$ cat config.mk
export PLATFORM = sky130hd
export DESIGN_NAME = gpio_irq_detect
export DESIGN_NICKNAME = d
export VERILOG_FILES = /design/src/rtl/gpio_irq_pkg.sv /design/src/rtl/gpio_irq_cfg.sv /design/src/rtl/gpio_irq_detect_core.sv /design/src/rtl/gpio_irq_status.sv /design/src/rtl/gpio_irq_rdmux.sv /design/src/rtl/gpio_irq_detect.sv
export SDC_FILE = /design/constraint.sdc
export NUM_CORES = 1
export LEC_CHECK = 0
export BUFFER_PORTS_ARGS = -buffer_cell sky130_fd_sc_hd__buf_2
export CELL_PAD_IN_SITES_DETAIL_PLACEMENT = 0
export CELL_PAD_IN_SITES_GLOBAL_PLACEMENT = 2
export CORE_MARGIN = 1
export CORE_UTILIZATION = 33
export DETAILED_ROUTE_END_ITERATION = 7
export PLACE_DENSITY = 0.91
export SKIP_LAST_GASP = 1
export SLEW_MARGIN = 20
export SYNTH_ARGS = -nofsm -noshare
export SYNTH_HDL_FRONTEND = slang
export SYNTH_SLANG_ARGS = --single-unit
$ cat constraint.sdc
create_clock -name clk -period 2.32 [get_ports clk]
set_clock_uncertainty 0.1 [all_clocks]
set_input_delay 0.348 -clock clk [delete_from_list [all_inputs] [get_ports clk]]
set_output_delay 0.348 -clock clk [all_outputs]
set_load 0.1 [all_outputs]
$ cat src/rtl/gpio_irq_pkg.sv
package gpio_irq_pkg;

  // Port width of the detector and of its register fields
  localparam int unsigned PIN_W = 8;
  localparam int unsigned OFF_W = 12;
  localparam int unsigned N_CFG = 4;

  typedef logic [PIN_W-1:0] pin_vec_t;
  typedef logic [OFF_W-1:0] off_t;

  // Configuration slots; order fixes their offsets (4 bytes apart)
  typedef enum logic [1:0] {
    CFG_SENSE = 2'd0,
    CFG_DUAL  = 2'd1,
    CFG_POL   = 2'd2,
    CFG_MASK  = 2'd3
  } cfg_sel_e;

  localparam off_t OFF_CFG_BASE = 12'h404;
  localparam off_t OFF_RAW      = 12'h414;
  localparam off_t OFF_MASKED   = 12'h418;
  localparam off_t OFF_CLEAR    = 12'h41C;

  function automatic off_t cfg_offset(input int unsigned idx);
    return OFF_CFG_BASE + (off_t'(idx) << 2);
  endfunction

  // Input pins whose value moved since the last sample
  function automatic pin_vec_t f_changed(input pin_vec_t now_v, input pin_vec_t last_v,
                                         input pin_vec_t dir_v);
    return (now_v ^ last_v) & ~dir_v;
  endfunction

  // Edge-mode hits: dual-edge takes any change, else the new value must match polarity
  function automatic pin_vec_t f_edge_hit(input pin_vec_t chg_v, input pin_vec_t now_v,
                                          input pin_vec_t sense_v, input pin_vec_t dual_v,
                                          input pin_vec_t pol_v);
    return chg_v & ~sense_v & (dual_v | ~(now_v ^ pol_v));
  endfunction

  // Level-mode hits: pin sits at its polarity
  function automatic pin_vec_t f_level_hit(input pin_vec_t now_v, input pin_vec_t sense_v,
                                           input pin_vec_t pol_v);
    return sense_v & ~(now_v ^ pol_v);
  endfunction

  // Sticky status update; a clear in the same cycle beats a set
  function automatic logic f_status_bit(input logic cur, input logic set_b, input logic clr_b);
    return (cur | set_b) & ~clr_b;
  endfunction

endpackage

$ cat src/rtl/gpio_irq_cfg.sv
module gpio_irq_cfg
  import gpio_irq_pkg::*;
#(
  parameter int unsigned ADDR_W = 12
) (
  input  logic                          clk,
  input  logic                          rst_n,
  input  logic                          wr_en,
  input  logic [ADDR_W-1:0]             addr,
  input  logic [PIN_W-1:0]              wdata,
  output logic [N_CFG-1:0][PIN_W-1:0]   cfg_q
);

  generate
    for (genvar g = 0; g < N_CFG; g++) begin : g_slot
      logic hit;
      assign hit = wr_en && (addr == ADDR_W'(cfg_offset(g)));

      always_ff @(posedge clk or negedge rst_n) begin
        if (!rst_n) begin
          cfg_q[g] <= '0;
        end else if (hit) begin
          cfg_q[g] <= wdata;
        end
      end
    end
  endgenerate

endmodule

$ cat src/rtl/gpio_irq_detect_core.sv
module gpio_irq_detect_core
  import gpio_irq_pkg::*;
(
  input  logic             clk,
  input  logic             rst_n,
  input  logic [PIN_W-1:0] pin_data,
  input  logic [PIN_W-1:0] pin_dir,
  input  logic [PIN_W-1:0] sense,
  input  logic [PIN_W-1:0] dual,
  input  logic [PIN_W-1:0] pol,
  output logic [PIN_W-1:0] prev_q,
  output logic [PIN_W-1:0] edge_hit,
  output logic [PIN_W-1:0] level_hit
);

  logic [PIN_W-1:0] changed;

  // History of every pin, refreshed each clock regardless of direction
  always_ff @(posedge clk or negedge rst_n) begin
    if (!rst_n) begin
      prev_q <= '0;
    end else begin
      prev_q <= pin_data;
    end
  end

  always_comb begin
    changed   = f_changed(pin_data, prev_q, pin_dir);
    edge_hit  = f_edge_hit(changed, pin_data, sense, dual, pol);
    level_hit = f_level_hit(pin_data, sense, pol);
  end

endmodule

$ cat src/rtl/gpio_irq_status.sv
module gpio_irq_status
  import gpio_irq_pkg::*;
(
  input  logic             clk,
  input  logic             rst_n,
  input  logic [PIN_W-1:0] set_vec,
  input  logic [PIN_W-1:0] clr_vec,
  input  logic [PIN_W-1:0] mask,
  output logic [PIN_W-1:0] raw_q,
  output logic             irq
);

  generate
    for (genvar g = 0; g < PIN_W; g++) begin : g_bit
      always_ff @(posedge clk or negedge rst_n) begin
        if (!rst_n) begin
          raw_q[g] <= 1'b0;
        end else begin
          raw_q[g] <= f_status_bit(raw_q[g], set_vec[g], clr_vec[g]);
        end
      end
    end
  endgenerate

  assign irq = |(raw_q & mask);

endmodule

$ cat src/rtl/gpio_irq_rdmux.sv
module gpio_irq_rdmux
  import gpio_irq_pkg::*;
#(
  parameter int unsigned ADDR_W = 12,
  parameter int unsigned DATA_W = 32
) (
  input  logic [ADDR_W-1:0]           addr,
  input  logic [N_CFG-1:0][PIN_W-1:0] cfg_q,
  input  logic [PIN_W-1:0]            raw_q,
  output logic [DATA_W-1:0]           rdata
);

  always_comb begin
    rdata = '0;
    for (int i = 0; i < N_CFG; i++) begin
      if (addr == ADDR_W'(cfg_offset(i))) begin
        rdata[PIN_W-1:0] = cfg_q[i];
      end
    end
    if (addr == ADDR_W'(OFF_RAW)) begin
      rdata[PIN_W-1:0] = raw_q;
    end
    if (addr == ADDR_W'(OFF_MASKED)) begin
      rdata[PIN_W-1:0] = raw_q & cfg_q[CFG_MASK];
    end
  end

endmodule

$ cat src/rtl/gpio_irq_detect.sv
module gpio_irq_detect
  import gpio_irq_pkg::*;
#(
  parameter int unsigned ADDR_W = 12,
  parameter int unsigned DATA_W = 32
) (
  input  logic              clk,
  input  logic              rst_n,
  input  logic [PIN_W-1:0]  pin_data,
  input  logic [PIN_W-1:0]  pin_dir,
  input  logic              reg_wr_en,
  input  logic [ADDR_W-1:0] reg_addr,
  input  logic [PIN_W-1:0]  reg_wdata,
  output logic [DATA_W-1:0] reg_rdata,
  output logic              irq
);

  logic [N_CFG-1:0][PIN_W-1:0] cfg_q;
  logic [PIN_W-1:0] sense_q, dual_q, pol_q, mask_q;
  logic [PIN_W-1:0] prev_q, edge_hit, level_hit, set_vec, clr_vec, raw_q;
  logic             clr_hit;

  assign sense_q = cfg_q[CFG_SENSE];
  assign dual_q  = cfg_q[CFG_DUAL];
  assign pol_q   = cfg_q[CFG_POL];
  assign mask_q  = cfg_q[CFG_MASK];

  assign clr_hit = reg_wr_en && (reg_addr == ADDR_W'(OFF_CLEAR));
  assign clr_vec = clr_hit ? reg_wdata : '0;
  assign set_vec = edge_hit | level_hit;

  gpio_irq_cfg #(.ADDR_W(ADDR_W)) u_cfg (
    .clk   (clk),
    .rst_n (rst_n),
    .wr_en (reg_wr_en),
    .addr  (reg_addr),
    .wdata (reg_wdata),
    .cfg_q (cfg_q)
  );

  gpio_irq_detect_core u_core (
    .clk       (clk),
    .rst_n     (rst_n),
    .pin_data  (pin_data),
    .pin_dir   (pin_dir),
    .sense     (sense_q),
    .dual      (dual_q),
    .pol       (pol_q),
    .prev_q    (prev_q),
    .edge_hit  (edge_hit),
    .level_hit (level_hit)
  );

  gpio_irq_status u_status (
    .clk     (clk),
    .rst_n   (rst_n),
    .set_vec (set_vec),
    .clr_vec (clr_vec),
    .mask    (mask_q),
    .raw_q   (raw_q),
    .irq     (irq)
  );

  gpio_irq_rdmux #(.ADDR_W(ADDR_W), .DATA_W(DATA_W)) u_rdmux (
    .addr  (reg_addr),
    .cfg_q (cfg_q),
    .raw_q (raw_q),
    .rdata (reg_rdata)
  );

endmodule

==> out/qor.yml <==
gp_congestion: 0.827
ys_top_cells_by_area: "dfrtp_1 43%, mux2_2 14%, buf_4 6.5%"
die_h_um: 93.9
rsz0062_at_grt: "true"
worstPathRequired_ps: 1870
post-route-period-util: 0.982
numCtsBuffers: 5
worstHoldPathType: "in -> async"
ir_worst_vdd_uv: 295
synthCells: 261
synth_top_family_by_area: "compound AO/OA/AOI/OAI gates"
synth_top_cell_area_share: 0.431
nNetsFinal: 366
tightest_slew_ps: 861
synth_fa_ha_area_frac: 0
dp_hpwl_um: 5140
grt_antenna_before_repair: 0
die_x_um: 93.9
row_count: 33
yosysSeqAreaShare: 0.431
ys_seq_elements: 48
ant_nets: 0
ctsLongestPathBuffers: 2
cts_sinks: 48
start_util: 0.339
cp_cell_sequence: "buf_6 > nor4_4 > and4_4 > nand2_2 > a221oi_4 > buf_12"
p_sw_mw: 0.555
layout-drive-gt1-share: 0.405
yosysWarningCount: 0
track_usage: 0.168
core-area_um2: 8220
powerDensity_nw_per_um2: 479
final_area_um2: 3590
port_buffers: 47
hold_viol: 0
crit_type: "in -> out"
p_clk_frac: 0.300
clk_latency_ps: 300
drtIter0Drc: 103
diodes: 0
slew-limit-headroom: 0.426
wl_per_cell_um: 15.9
synth_mux_area_frac: 0.141
drv_slew: 0
grt_pass1_vias: 2210
grt_overflow: 0
start_kind: "input pin"
reg2reg_setup_slack_ps: 1230
ys_types: 34
root_buffer: "clkbuf_8"
synth_simple_gate_area_share: 0.107
synthXorXnorAreaFrac: 0.0502
drt-total-wl_um: 6900
status: "complete, no violations"
yosysTopAreaCell: "dfrtp_1"
critPathMaxFanout: 5
syn2layout_area_growth_pct: 28.8
fin_crit_ps: 2280
vias_per_cell: 5.11
place_area_um2: 3450
synth.cell_area_um2: 2790
dr_total_vias: 2212
p_comb_frac: 0.205
postSynthAreaPerCell_um2: 10.7
slowest_delay_ps: 390
power_mw: 1.72
synth-compound-area-share: 0.180
intPower_mw: 1.16
power_leakage_nw: 1.64
pwr-share-seq: 0.495
setup_tns_ps: 0
drcViolationCount: 0
cap_violations: 0
cpMaxStageDelayCell: "nor4_4"
die_area_um2: 8820
setup_viol: 0
ioPinCount: 72
grt_max_degree: 38
cp.arrival_ps: 1830
fmax_mhz: 439
clkTransAtPathRegs_ps: 90
detail_route.first_pass.iterations: 4
layout_commonest_cell: "dfrtp_1"
grt_pass1_wl_um: 11200
p_sw_frac: 0.323
post_cts_buffers: 0
htree_levels: 2
final_cell_mix: "48 x dfrtp_1, 36 x buf_2, 35 x mux2_2"
setup.worst_path.end_class: "output pin"
cts_tree: "yes"
cts_hold_buf: 0
[cells in the mapped netlist]
cell type and number:
dfrtp_1 48, mux2_2 35, buf_4 24, a22oi_1 17, o22ai_1 13, xnor2_1 13
a21oi_1 12, o21ai_0 11, nor2_1 10, clkbuf_1 8, inv_1 8, nor2b_1 7
nand2_1 6, a21boi_0 5, a221oi_1 5, a2bb2oi_1 5, nand3_1 5, nand2b_1 4
o211a_1 3, o21bai_1 3, xor2_1 3, buf_2 2, nand4_1 2, nor3_4 2
and3_1 1, and4_1 1, conb_1 1, nand2_4 1, nor2_2 1, nor3_1 1
nor4_1 1, nor4_4 1, nor4b_4 1, or4b_2 1
[layer usage]
metal / global-route usage / vias up / share of wire
met5: 0 / - / 0
met4: 0.0487 / 0 / 0.013
met3: 0.0291 / 11 / 0.056
met2: 0.280 / 77 / 0.48
met1: 0.222 / 1086 / 0.45
li1: - / 1038 / -
[kinds of logic after synthesis]
family,count (synthesis)
mux,35
compound gates,74
other cells,1
buf+inv,42
flops,48
simple gates,45
xor+xnor,16
[sequential cells by signal, summed over array words and instances, names as in the netlist]
register and count:
u_core.prev_q 8, u_status.raw_q 8, u_cfg.cfg_q 32
[through the flow]
step	cells	hold WS, ps	util	worst slack (ps)
floorplan	284	-47.6	-	-127
global placement	425	391	0.420	-52.2
detailed placement	425	400	0.420	-60.2
CTS	433	75.6	0.431	2.93
global route	433	91.5	0.437	-28.0
finish	433	56.9	0.437	41.3
[cell type report]
cell class              count  area (µm²)
fillers                   795        4630
repair buffers             70         568
flip-flops and latches     48        1200
well taps                 105         131
inverters                   8        30.0
multi-input cells         194        1570
clock buffers               8        90.1
[worst max-delay path: cells and delay by family]
kind / cells / cell delay (ps)
AO/OA/AOI/OAI: 1 / 290
buffers and inverters: 2 / 310
AND/OR/NAND/NOR: 3 / 870
[path summary, 6_finish.rpt]
path | depth (start not counted) | start | endpoint
max | 6 | reg_addr[1] | reg_rdata[4]
min | 1 | rst_n | u_cfg.cfg_q[5]
max reg2reg | 3 | u_cfg.cfg_q[18] | u_status.raw_q[2]
min reg2reg | 1 | u_cfg.cfg_q[11] | u_cfg.cfg_q[11]
max in group asynchronous | 2 | rst_n | u_cfg.cfg_q[27]
min in group clk | 1 | pin_data[1] | u_core.prev_q[1]
[what timing repair did]
item,CTS,global route
pin swaps,0,0
endpoints found under the setup margin,5,7
gates resized for setup,1,14
[power by group through the flow]
stage,Clock [mW],Combinational (mW),Sequential [mW]
after floorplan,0,0.284,0.867
after global placement,0,0.345,0.868
after detailed placement,0,0.347,0.868
after CTS,0.533,0.348,0.851
after global routing,0.563,0.375,0.853
final,0.516,0.352,0.851
No activity file was read; power rests on OpenSTA's default activity.
